**config.mk**
```make
export PLATFORM = sky130hd
export DESIGN_NAME = cmdflag_timing_unit
export DESIGN_NICKNAME = d
export VERILOG_FILES = /design/src/rtl/cfu_pkg.sv /design/src/rtl/cfu_tick_gen.sv /design/src/rtl/cfu_flag_chan.sv /design/src/rtl/cfu_cmd_path.sv /design/src/rtl/cmdflag_timing_unit.sv
export SDC_FILE = /design/constraint.sdc
export NUM_CORES = 1
export LEC_CHECK = 0
export CAP_MARGIN = 30
export CORE_MARGIN = 2
export CORE_UTILIZATION = 45
export CTS_BUF_LIST = sky130_fd_sc_hd__clkbuf_4
export CTS_CLUSTER_DIAMETER = 50
export DETAILED_ROUTE_END_ITERATION = 12
export PLACE_DENSITY = 0.77
export SYNTH_ARGS = -nofsm -noshare
export SYNTH_HDL_FRONTEND = slang
export SYNTH_HIERARCHICAL = 1
export SYNTH_SLANG_ARGS = --single-unit
```
**constraint.sdc**
```tcl
create_clock -name clk -period 1.55 [get_ports clk]
set_input_delay 0.2325 -clock clk [delete_from_list [all_inputs] [get_ports clk]]
set_output_delay 0.2325 -clock clk [all_outputs]
set_load 0.02 [all_outputs]
```
**src/rtl/cfu_pkg.sv**
```systemverilog
// Package: shared constants for the command and status flag timing unit.
// Assumes a command code four bits wide and two status channels.
package cfu_pkg;
    localparam int CMD_W     = 4;
    localparam int NCH       = 2;
    localparam int CH_TX     = 0;
    localparam int CH_RX     = 1;
    localparam logic [CMD_W-1:0] CMD_EN_TX = 4'h3;
    localparam logic [CMD_W-1:0] CMD_EN_RX = 4'h4;
endpackage

```
**src/rtl/cfu_tick_gen.sv**
```systemverilog
// Module: oversampling tick generator and prescaler legality check.
// Produces one tick every 2^rate_sel cycles from a free-running counter.
// Assumes rate_sel is quasi-static. Records a sticky error when a nonzero
// select is used while the data rate is flagged as fast.
module cfu_tick_gen #(
    parameter int RSEL_W = 3
) (
    input  logic              clk,
    input  logic              rst_n,
    input  logic [RSEL_W-1:0] rate_sel,
    input  logic              fast_rate,
    output logic              tick_osc,
    output logic              err_rate
);
    localparam int PRE_W = (1 << RSEL_W) - 1;

    logic [PRE_W-1:0] pre_cnt;
    logic [PRE_W-1:0] pre_mask;

    // free-running prescaler count
    always_ff @(posedge clk) begin
        if (!rst_n) pre_cnt <= '0;
        else        pre_cnt <= pre_cnt + 1'b1;
    end

    // low rate_sel bits of the count must be zero for a tick
    always_comb begin
        pre_mask = ~({PRE_W{1'b1}} << rate_sel);
        tick_osc = ((pre_cnt & pre_mask) == '0);
    end

    // sticky record of an illegal prescaler select
    always_ff @(posedge clk) begin
        if (!rst_n)                                err_rate <= 1'b0;
        else if (fast_rate && (rate_sel != '0))    err_rate <= 1'b1;
    end

    AST_RATE_FLAGGED: assert property (@(posedge clk) disable iff (!rst_n)
        (fast_rate && (rate_sel != '0)) |=> err_rate);
    AST_RATE_STICKY: assert property (@(posedge clk) disable iff (!rst_n)
        err_rate |=> err_rate);
endmodule

```
**src/rtl/cfu_flag_chan.sv**
```systemverilog
// Module: one status flag channel (transmit or receive).
// Sets the flag from the engine's completion pulse, either when the pulse
// starts (early mode off) or when it ends (early mode on), and clears it
// when the matching enable command is issued. A set wins over a clear
// in the same cycle. Assumes the pulse is in the system clock domain.
module cfu_flag_chan (
    input  logic clk,
    input  logic rst_n,
    input  logic ef,
    input  logic done,
    input  logic en_clr,
    output logic flag,
    output logic prohibit
);
    logic done_q;
    logic set_evt;

    // previous pulse level for edge detection
    always_ff @(posedge clk) begin
        if (!rst_n) done_q <= 1'b0;
        else        done_q <= done;
    end

    // select leading or trailing pulse edge by mode
    always_comb begin
        set_evt  = ef ? (!done && done_q) : (done && !done_q);
        prohibit = done && !ef;
    end

    // flag register: resets high, set wins over clear
    always_ff @(posedge clk) begin
        if (!rst_n)       flag <= 1'b1;
        else if (set_evt) flag <= 1'b1;
        else if (en_clr)  flag <= 1'b0;
    end

    AST_SET_AT_START: assert property (@(posedge clk) disable iff (!rst_n)
        (!ef && done && !done_q) |=> flag);
    AST_SET_AT_END: assert property (@(posedge clk) disable iff (!rst_n)
        (ef && !done && done_q) |=> flag);
    AST_HOLD_LOW_IN_PULSE: assert property (@(posedge clk) disable iff (!rst_n)
        (ef && done && done_q && !flag) |=> !flag);
endmodule

```
**src/rtl/cfu_cmd_path.sv**
```systemverilog
// Module: command holding register, synchronizer and issue logic.
// A processor write is held as pending. The first synchronizer flop samples
// the pending state on a selected-clock tick. The second stage is the
// issue strobe register, loaded on the next tick. Writes that arrive while
// pending, or enable commands inside a refusal window, are dropped and
// recorded. The early-flag mode changes only while nothing is pending.
module cfu_cmd_path
    import cfu_pkg::*;
(
    input  logic             clk,
    input  logic             rst_n,
    input  logic             tick_osc,
    input  logic             cpu_wr,
    input  logic [CMD_W-1:0] cpu_cmd,
    input  logic             ef_wr,
    input  logic             ef_val,
    input  logic [NCH-1:0]   prohibit,
    output logic             cmd_stb,
    output logic [CMD_W-1:0] cmd_code,
    output logic [NCH-1:0]   en_clr,
    output logic             ef,
    output logic             err_interval,
    output logic             err_prohibit
);
    logic             pending;
    logic [CMD_W-1:0] hold_code;
    logic             sync_q;
    logic             ef_req;
    logic             tick_sel;
    logic [NCH-1:0]   wr_is_en;
    logic             wr_blocked;
    logic             accept;
    logic             issue;

    // decode the written code against each channel's enable command
    always_comb begin
        wr_is_en[CH_TX] = (cpu_cmd == CMD_EN_TX);
        wr_is_en[CH_RX] = (cpu_cmd == CMD_EN_RX);
        wr_blocked      = |(wr_is_en & prohibit);
        accept          = cpu_wr && !pending && !wr_blocked;
        tick_sel        = ef || tick_osc;
        issue           = tick_sel && pending && sync_q;
    end

    // hold the accepted command until it is issued
    always_ff @(posedge clk) begin
        if (!rst_n) begin
            pending   <= 1'b0;
            hold_code <= '0;
        end else if (accept) begin
            pending   <= 1'b1;
            hold_code <= cpu_cmd;
        end else if (issue) begin
            pending   <= 1'b0;
        end
    end

    // first synchronizer flop, advanced by the selected clock tick
    always_ff @(posedge clk) begin
        if (!rst_n)        sync_q <= 1'b0;
        else if (issue)    sync_q <= 1'b0;
        else if (tick_sel) sync_q <= pending;
    end

    // second stage: issue strobe and code to the engine
    always_ff @(posedge clk) begin
        if (!rst_n) begin
            cmd_stb  <= 1'b0;
            cmd_code <= '0;
        end else begin
            cmd_stb  <= issue;
            if (issue) cmd_code <= hold_code;
        end
    end

    // enable commands clear their flag when the strobe is presented
    always_comb begin
        en_clr[CH_TX] = cmd_stb && (cmd_code == CMD_EN_TX);
        en_clr[CH_RX] = cmd_stb && (cmd_code == CMD_EN_RX);
    end

    // mode request and application while idle
    always_ff @(posedge clk) begin
        if (!rst_n) begin
            ef_req <= 1'b0;
            ef     <= 1'b0;
        end else begin
            if (ef_wr)    ef_req <= ef_val;
            if (!pending) ef     <= ef_req;
        end
    end

    // sticky error records for dropped writes
    always_ff @(posedge clk) begin
        if (!rst_n) begin
            err_interval <= 1'b0;
            err_prohibit <= 1'b0;
        end else if (cpu_wr) begin
            if (pending)         err_interval <= 1'b1;
            else if (wr_blocked) err_prohibit <= 1'b1;
        end
    end

    AST_STB_SINGLE: assert property (@(posedge clk) disable iff (!rst_n)
        cmd_stb |=> !cmd_stb);
    AST_BUSY_DROP: assert property (@(posedge clk) disable iff (!rst_n)
        (cpu_wr && pending) |=> (err_interval && $stable(hold_code)));
    AST_INTERVAL_STICKY: assert property (@(posedge clk) disable iff (!rst_n)
        err_interval |=> err_interval);
    AST_MODE_FROZEN: assert property (@(posedge clk) disable iff (!rst_n)
        pending |=> $stable(ef));
    AST_WINDOW_DROP: assert property (@(posedge clk) disable iff (!rst_n)
        (cpu_wr && !pending && wr_blocked) |=> (err_prohibit && !pending));
endmodule

```
**src/rtl/cmdflag_timing_unit.sv**
```systemverilog
// Module: top of the command and status flag timing unit.
// Connects the tick generator, the command path and one flag channel per
// status flag, and forms the masked active-low interrupt. Assumes all
// inputs are synchronous to clk and write strobes last one cycle.
module cmdflag_timing_unit
    import cfu_pkg::*;
#(
    parameter int RSEL_W = 3
) (
    input  logic              clk,
    input  logic              rst_n,
    input  logic [RSEL_W-1:0] rate_sel,
    input  logic              fast_rate,
    input  logic              ef_wr,
    input  logic              ef_val,
    input  logic              cpu_wr,
    input  logic [CMD_W-1:0]  cpu_cmd,
    input  logic              mask_wr,
    input  logic [NCH-1:0]    mask_val,
    input  logic              tx_done,
    input  logic              rx_done,
    output logic              cmd_stb,
    output logic [CMD_W-1:0]  cmd_code,
    output logic              ef_active,
    output logic              tx_avail,
    output logic              rx_inhib,
    output logic              irq_n,
    output logic              err_interval,
    output logic              err_prohibit,
    output logic              err_rate
);
    logic           tick_osc;
    logic           ef;
    logic [NCH-1:0] done_vec;
    logic [NCH-1:0] flags;
    logic [NCH-1:0] prohibit;
    logic [NCH-1:0] en_clr;
    logic [NCH-1:0] irq_mask;

    cfu_tick_gen #(.RSEL_W(RSEL_W)) u_tick (
        .clk      (clk),
        .rst_n    (rst_n),
        .rate_sel (rate_sel),
        .fast_rate(fast_rate),
        .tick_osc (tick_osc),
        .err_rate (err_rate)
    );

    cfu_cmd_path u_cmd (
        .clk         (clk),
        .rst_n       (rst_n),
        .tick_osc    (tick_osc),
        .cpu_wr      (cpu_wr),
        .cpu_cmd     (cpu_cmd),
        .ef_wr       (ef_wr),
        .ef_val      (ef_val),
        .prohibit    (prohibit),
        .cmd_stb     (cmd_stb),
        .cmd_code    (cmd_code),
        .en_clr      (en_clr),
        .ef          (ef),
        .err_interval(err_interval),
        .err_prohibit(err_prohibit)
    );

    // gather completion pulses by channel index
    always_comb begin
        done_vec[CH_TX] = tx_done;
        done_vec[CH_RX] = rx_done;
    end

    for (genvar ch = 0; ch < NCH; ch++) begin : g_chan
        cfu_flag_chan u_flag (
            .clk     (clk),
            .rst_n   (rst_n),
            .ef      (ef),
            .done    (done_vec[ch]),
            .en_clr  (en_clr[ch]),
            .flag    (flags[ch]),
            .prohibit(prohibit[ch])
        );
    end

    // interrupt mask register
    always_ff @(posedge clk) begin
        if (!rst_n)       irq_mask <= '0;
        else if (mask_wr) irq_mask <= mask_val;
    end

    // outputs: flags, mode and masked interrupt
    always_comb begin
        tx_avail  = flags[CH_TX];
        rx_inhib  = flags[CH_RX];
        ef_active = ef;
        irq_n     = ~|(flags & irq_mask);
    end

    AST_IRQ_CLEARS: assert property (@(posedge clk) disable iff (!rst_n)
        (mask_wr && (mask_val == '0)) |=> irq_n);
    AST_CLEAR_TX: assert property (@(posedge clk) disable iff (!rst_n)
        (cmd_stb && (cmd_code == CMD_EN_TX) && !tx_done && !ef) |=> !tx_avail);
endmodule

```
---- After elaboration in Yosys (flattened, before gate mapping) ----
Index checks and enable logic that the tools add are counted.
cells by class
  add/sub/neg operators ................... 1
  eq/ne operators ......................... 4
  shift-type cells ........................ 1
  muxes and demuxes ....................... 4
  bitwise operators ....................... 6
  reduce and logical (&&, ||, !) cells .... 32
operators with widths
  operator                                              count
  logical AND 1 bit                                     13
  OR reduction 2 bit                                    5
  equality test 4 x 2 -> 1 bit (second input constant)  2
  equality test 4 x 3 -> 1 bit (second input constant)  2
  zero test 1 bit                                       8
  adder 7 x 1 -> 7 bit (second input constant)          1
  AND 7 bit                                             1
  zero test 7 bit                                       1
  inverter 7 bit                                        1
  << shifter 7 x 3 -> 7 bit (first input constant)      1
  AND 2 bit                                             2
  2-to-1 mux 1 bit                                      4
  AND reduction 3 bit                                   1
  nonzero test 3 bit                                    1
  inverter 1 bit                                        2
  AND reduction 2 bit                                   1
  nonzero test 2 bit                                    1
  logical OR 1 bit                                      1
storage, ports and cells
  flip-flop bits (word level) ............. 29
  input port bits ......................... 18
  logic and storage cells ................. 64

---- Depth between registers and ports, before layout ----
  depth after elaboration ................. 9
  mapped depth ............................ 6
  depth with buffers taken out ............ 6

---- Cells and area by module ----
The synthesis kept the hierarchy.
modules (own cells, without submodules)
  module               instances  cells each  area an instance (sq um)  sequential area each (sq um)
  cfu_cmd_path         1          63          629.4                     300.3
  cfu_tick_gen         1          41          364.1                     160.2
  cfu_flag_chan        2          8           82.6                      40.0
  cmdflag_timing_unit  1          7           80.1                      40.0

---- Worst setup path after synthesis ----
OpenSTA, ideal clock, no wires.
  path kind ............................... register to register
  start point ............................. register u_tick.pre_cnt[3]
  end point ............................... register u_cmd.pending
  library setup time ...................... 0.117 ns
  arrival time ............................ 1.319 ns
  data required time ...................... 1.433 ns
  slack ................................... 0.114 ns
  stages on the path, launching flop included .. 7
  path buffers ............................ 0
  cell sequence ........................... dfxtp_1 -> o31ai_1 -> o21ai_0 -> nor2_1 -> o21ai_1 -> o21a_1 -> a32o_1
between the ends
  longest elaborated chain between the ends .. 6
RTL lines
  item                            line                       text
  start, declared                 cfu_tick_gen.sv:17         logic [PRE_W-1:0] pre_cnt;
  start signal, assigned          cfu_tick_gen.sv:23         else pre_cnt <= pre_cnt + 1'b1;
  AND 7 bit                       cfu_tick_gen.sv:29         tick_osc = ((pre_cnt & pre_mask) == '0);
  zero test 7 bit                 cfu_tick_gen.sv:29
  net tick_osc                    cmdflag_timing_unit.sv:32  logic tick_osc;
  logical OR 1 bit                cfu_cmd_path.sv:41         tick_sel = ef || tick_osc;
  logical AND 1 bit (2 in a row)  cfu_cmd_path.sv:42         issue = tick_sel && pending && sync_q;
  nonzero test 2 bit (no line)    -
  end signal, assigned            cfu_cmd_path.sv:48         pending <= 1'b0;
  end signal, assigned            cfu_cmd_path.sv:51         pending <= 1'b1;
  end signal, assigned            cfu_cmd_path.sv:54         pending <= 1'b0;
  end, declared                   cfu_cmd_path.sv:25         logic pending;
The timed path passes the listed nets, and every way through them passes these cells.
A chain may end at the register's enable or synchronous reset.

---- Worst setup path after layout ----
  start point ............................. register u_tick.pre_cnt[0]
  end point ............................... register u_cmd.cmd_code[2]
between the ends
  longest elaborated chain between the ends .. 5
RTL lines
  item                            line                       text
  AND 7 bit                       cfu_tick_gen.sv:29
  zero test 7 bit                 cfu_tick_gen.sv:29
  net tick_osc                    cmdflag_timing_unit.sv:32
  logical OR 1 bit                cfu_cmd_path.sv:41
  logical AND 1 bit (2 in a row)  cfu_cmd_path.sv:42
  end signal, assigned            cfu_cmd_path.sv:72         if (issue) cmd_code <= hold_code;
  end, declared                   cfu_cmd_path.sv:19         output logic [CMD_W-1:0] cmd_code,
The timed path passes the listed nets, and every way through them passes these cells.

==> summary.txt <==
Cells and area
  • Nets: 190
  • Multi-input gate area: 647 um^2
  • Reg area: 593 um^2
  • Diodes inserted: 0
  • Area added between synthesis and finish: 39.8%
  • Filler cells: approximately 240
  • Share of cells above drive strength 1: between 10% and 20%
  • Fin area: 1730 um^2

Synth
  • Primary FF master, synth: dfxtp_1
  • Count leader, synth: dfxtp_1
  • Dominant cell type by area after synthesis: dfxtp_1
  • Yosys warning total: 6
  • Synth top area share: around 47%
  • Mapped Area: 1240 um^2
  • Post-synth EDFFs: 0
  • Synth top cells by count: dfxtp_1, nor2_1
  • Seq cells post-synth: 29
  • Synth async-reset ratio: 0%
  • Syn nets: 146
  • Synthesized instance count: 127
  • Unique masters post-synth: 40
  • Synth area leaders: dfxtp_1, mux2i_1, nor2b_1
  • Avg Inst Size Synth: 9.75 um^2
  • Sequential area share after synthesis: 46.9%

Place
  • IO Port Bufs: 29
  • Cell Area, Placed: between 1500 and 2000 um^2
  • Setup slack at placement: -0.323 ns
  • DP Wirelength: 2.10 mm
  • Placer congestion estimate: 0.742

Setup path
  • Critical path capture point type: register
  • Critical Path AT: between 1.5 and 2 ns
  • Worst path required time: about 1.8 ns
  • CP Launch Type: register
  • WS Path Type: register to register
  • CP max FO: 5

Routing
  • Met3 WL: 196 um
  • First-pass iteration count of the detailed router: 4
  • Via count: 1120
  • Highest routed layer: met4
  • Wire length on met2: 1.44 mm
  • Detail Route Antenna Nets: 0
  • Initial DRC Count: 31
  • M1 WL: 1.22 mm
  • Final WL: between 2 and 3 mm
  • Drt via density: between 5 and 6
  • Routed len/inst: 14.3 um
  • # DRC: 0

Global route
  • First-pass GRT wire length: ~4.8 mm
  • Pin count of the biggest net entering global routing: 16
  • Total Routing Usage GR: 19.2%
  • Global route overflow: 0
  • Vias in the first global route: 1106
  • Initial antenna violation count: 0

Clock tree
  • CTS tree: built
  • Root buffer cell: clkbuf_4
  • Hold-fix buffers, CTS: 0
  • Deepest level of the CTS H-tree: 2
  • TritonCTS Buffers: 5
  • Clock buffer depth: 2
  • Worst-path clk slew: 0.09 ns
  • Total clock sinks: 29
  • Clock latency on the worst-skew pair: 0.33 ns

Min path
  • Worst min path class: input pin to register

Timing
  • Worst setup margin: roughly 0.042 ns
  • Fmax: about 0.66 GHz
  • Hold Vio Cnt, Final: 0
  • RSZ-0062 raised after global routing: yes
  • Measured slew at the worst slew-check pin: 0.310 ns
  • Relative slew slack: 79.0%
  • Final setup TNS: 0 ns
  • Clock Skew: 0.00593 ns
  • Tcrit/Tclk final: 97.3%
  • Final min period: 1.51 ns
  • Endpoints failing setup: 0
  • Pins Over Slew Limit: 0

Power
  • Pwr Total: 1470 uW
  • PD cells: 847 nW/um^2
  • Static Leakage: about 0.00075 uW
  • Peak supply drop: 0.000684 V

Run
  • Max-Cap Viols: 0

Die
  • Die area: 3190 um^2
  • CORE AREA: 2690 um^2
  • I/O pin total: 30
  • Die Wd: 56.5 um
  • Initial Utilization: 46.1%
  • Row cnt: 19
  • Die Span Y: 56.5 um

Status
  • Status: finished clean
## power breakdown
| part | total [uW] | switching [uW] | internal (uW) |
|---|---|---|---|
| Combinational | 236 | 106 | 129 |
| Sequential | 814 | 33.5 | 780 |
| Clock | 418 | 255 | 163 |
| Total | 1470 | 394 | 1070 |
## sequential cells by signal (all words and copies together) (netlist names)
signal,count
u_tick/pre_cnt,7
u_cmd/cmd_code,4
u_cmd/hold_code,4
g_chan.u_flag/done_q,2
g_chan.u_flag/flag,2
irq_mask,2
u_cmd/cmd_stb,1
u_cmd/ef,1
u_cmd/ef_req,1
u_cmd/err_interval,1
u_cmd/err_prohibit,1
u_cmd/pending,1
u_cmd/sync_q,1
u_tick/err_rate,1
## repair_timing
action | 4_1_cts | 5_1_grt
pin swaps | 0 | 11
gates resized for setup | 9 | 18
setup endpoints to repair | 8 | 8
buffers inserted | 0 | 2
## kinds of logic (layout without fill, tap and decap cells)
family	after synthesis	in the layout	synth area share [%]
simple gates	50	50	25.3
buf+inv	8	53	2.52
fa+ha+maj	1	1	1.01
compound gates	30	30	17.4
flops	29	29	46.9
xor+xnor	3	3	2.12
mux	6	6	4.85
## final cells by class
class                      count  share of cell area [%]
clock buffer                   5                    2.17
tap                           31                    2.24
sequential                    29                    34.2
inverter                       6                    1.30
timing repair buffer          39                    22.0
clock inverter                 3                   0.723
multi-input combinational     90                    37.4
## layout by cell type, fill, tap and decap left out, types with 4 or more instances in the layout
| master | netlist | routed |
|---|---|---|
| dfxtp_2 | 0 | 4 |
| nor2b_1 | 6 | 6 |
| inv_1 | 6 | 6 |
| nand2b_1 | 4 | 4 |
| dlygate4sd2_1 | 0 | 8 |
| a21oi_1 | 4 | 4 |
| buf_4 | 0 | 9 |
| nand2_1 | 6 | 6 |
| dlymetal6s2s_1 | 0 | 5 |
| a22o_1 | 4 | 4 |
| mux2i_1 | 6 | 6 |
| nor2_1 | 8 | 8 |
| nor3_1 | 4 | 4 |
| clkdlybuf4s50_1 | 0 | 16 |
| and2_1 | 4 | 4 |
| clkbuf_4 | 0 | 5 |
| o21ai_1 | 2 | 4 |
| dfxtp_1 | 29 | 23 |
## final timing paths
check | from | to | slack (ns) | cells after the start
worst max register to register | u_tick/pre_cnt[0]$_SDFF_PN0_ | u_cmd/cmd_code[2]$_SDFFE_PN0P_ | 0.04 | 7
worst max-delay path | u_tick/pre_cnt[0]$_SDFF_PN0_ | u_cmd/cmd_code[2]$_SDFFE_PN0P_ | 0.04 | 7
worst min-delay path | rate_sel[0] | u_tick/err_rate$_SDFFE_PN0P_ | 0.36 | 3
worst min register to register | u_cmd/err_prohibit$_SDFFE_PN0P_ | u_cmd/err_prohibit$_SDFFE_PN0P_ | 0.46 | 2
## per-layer routing
metal	vias up	global-route usage [%]
li1	557	-
met1	516	21.5
met2	40	31.2
met3	7	8.76
met4	0	8.50
met5	-	0
## worst max-delay path, stage by stage (launching register included)
cell     delay, ns
dfxtp_4       0.37
o31ai_4       0.20
o21ai_1       0.08
nor2_1        0.13
o21ai_1       0.10
buf_4         0.16
nor3_4        0.24
a22o_1        0.18
## through the flow
stage	hold slack, ns	utilization (%)	std cells
after detailed placement	0.452	60.7	193
final	0.358	64.5	203
after floorplan	0.338	-	127
after global placement	0.442	60.7	193
after CTS	0.474	62.3	201
after global routing	0.392	64.5	203
No activity file was read; power rests on OpenSTA's default activity.
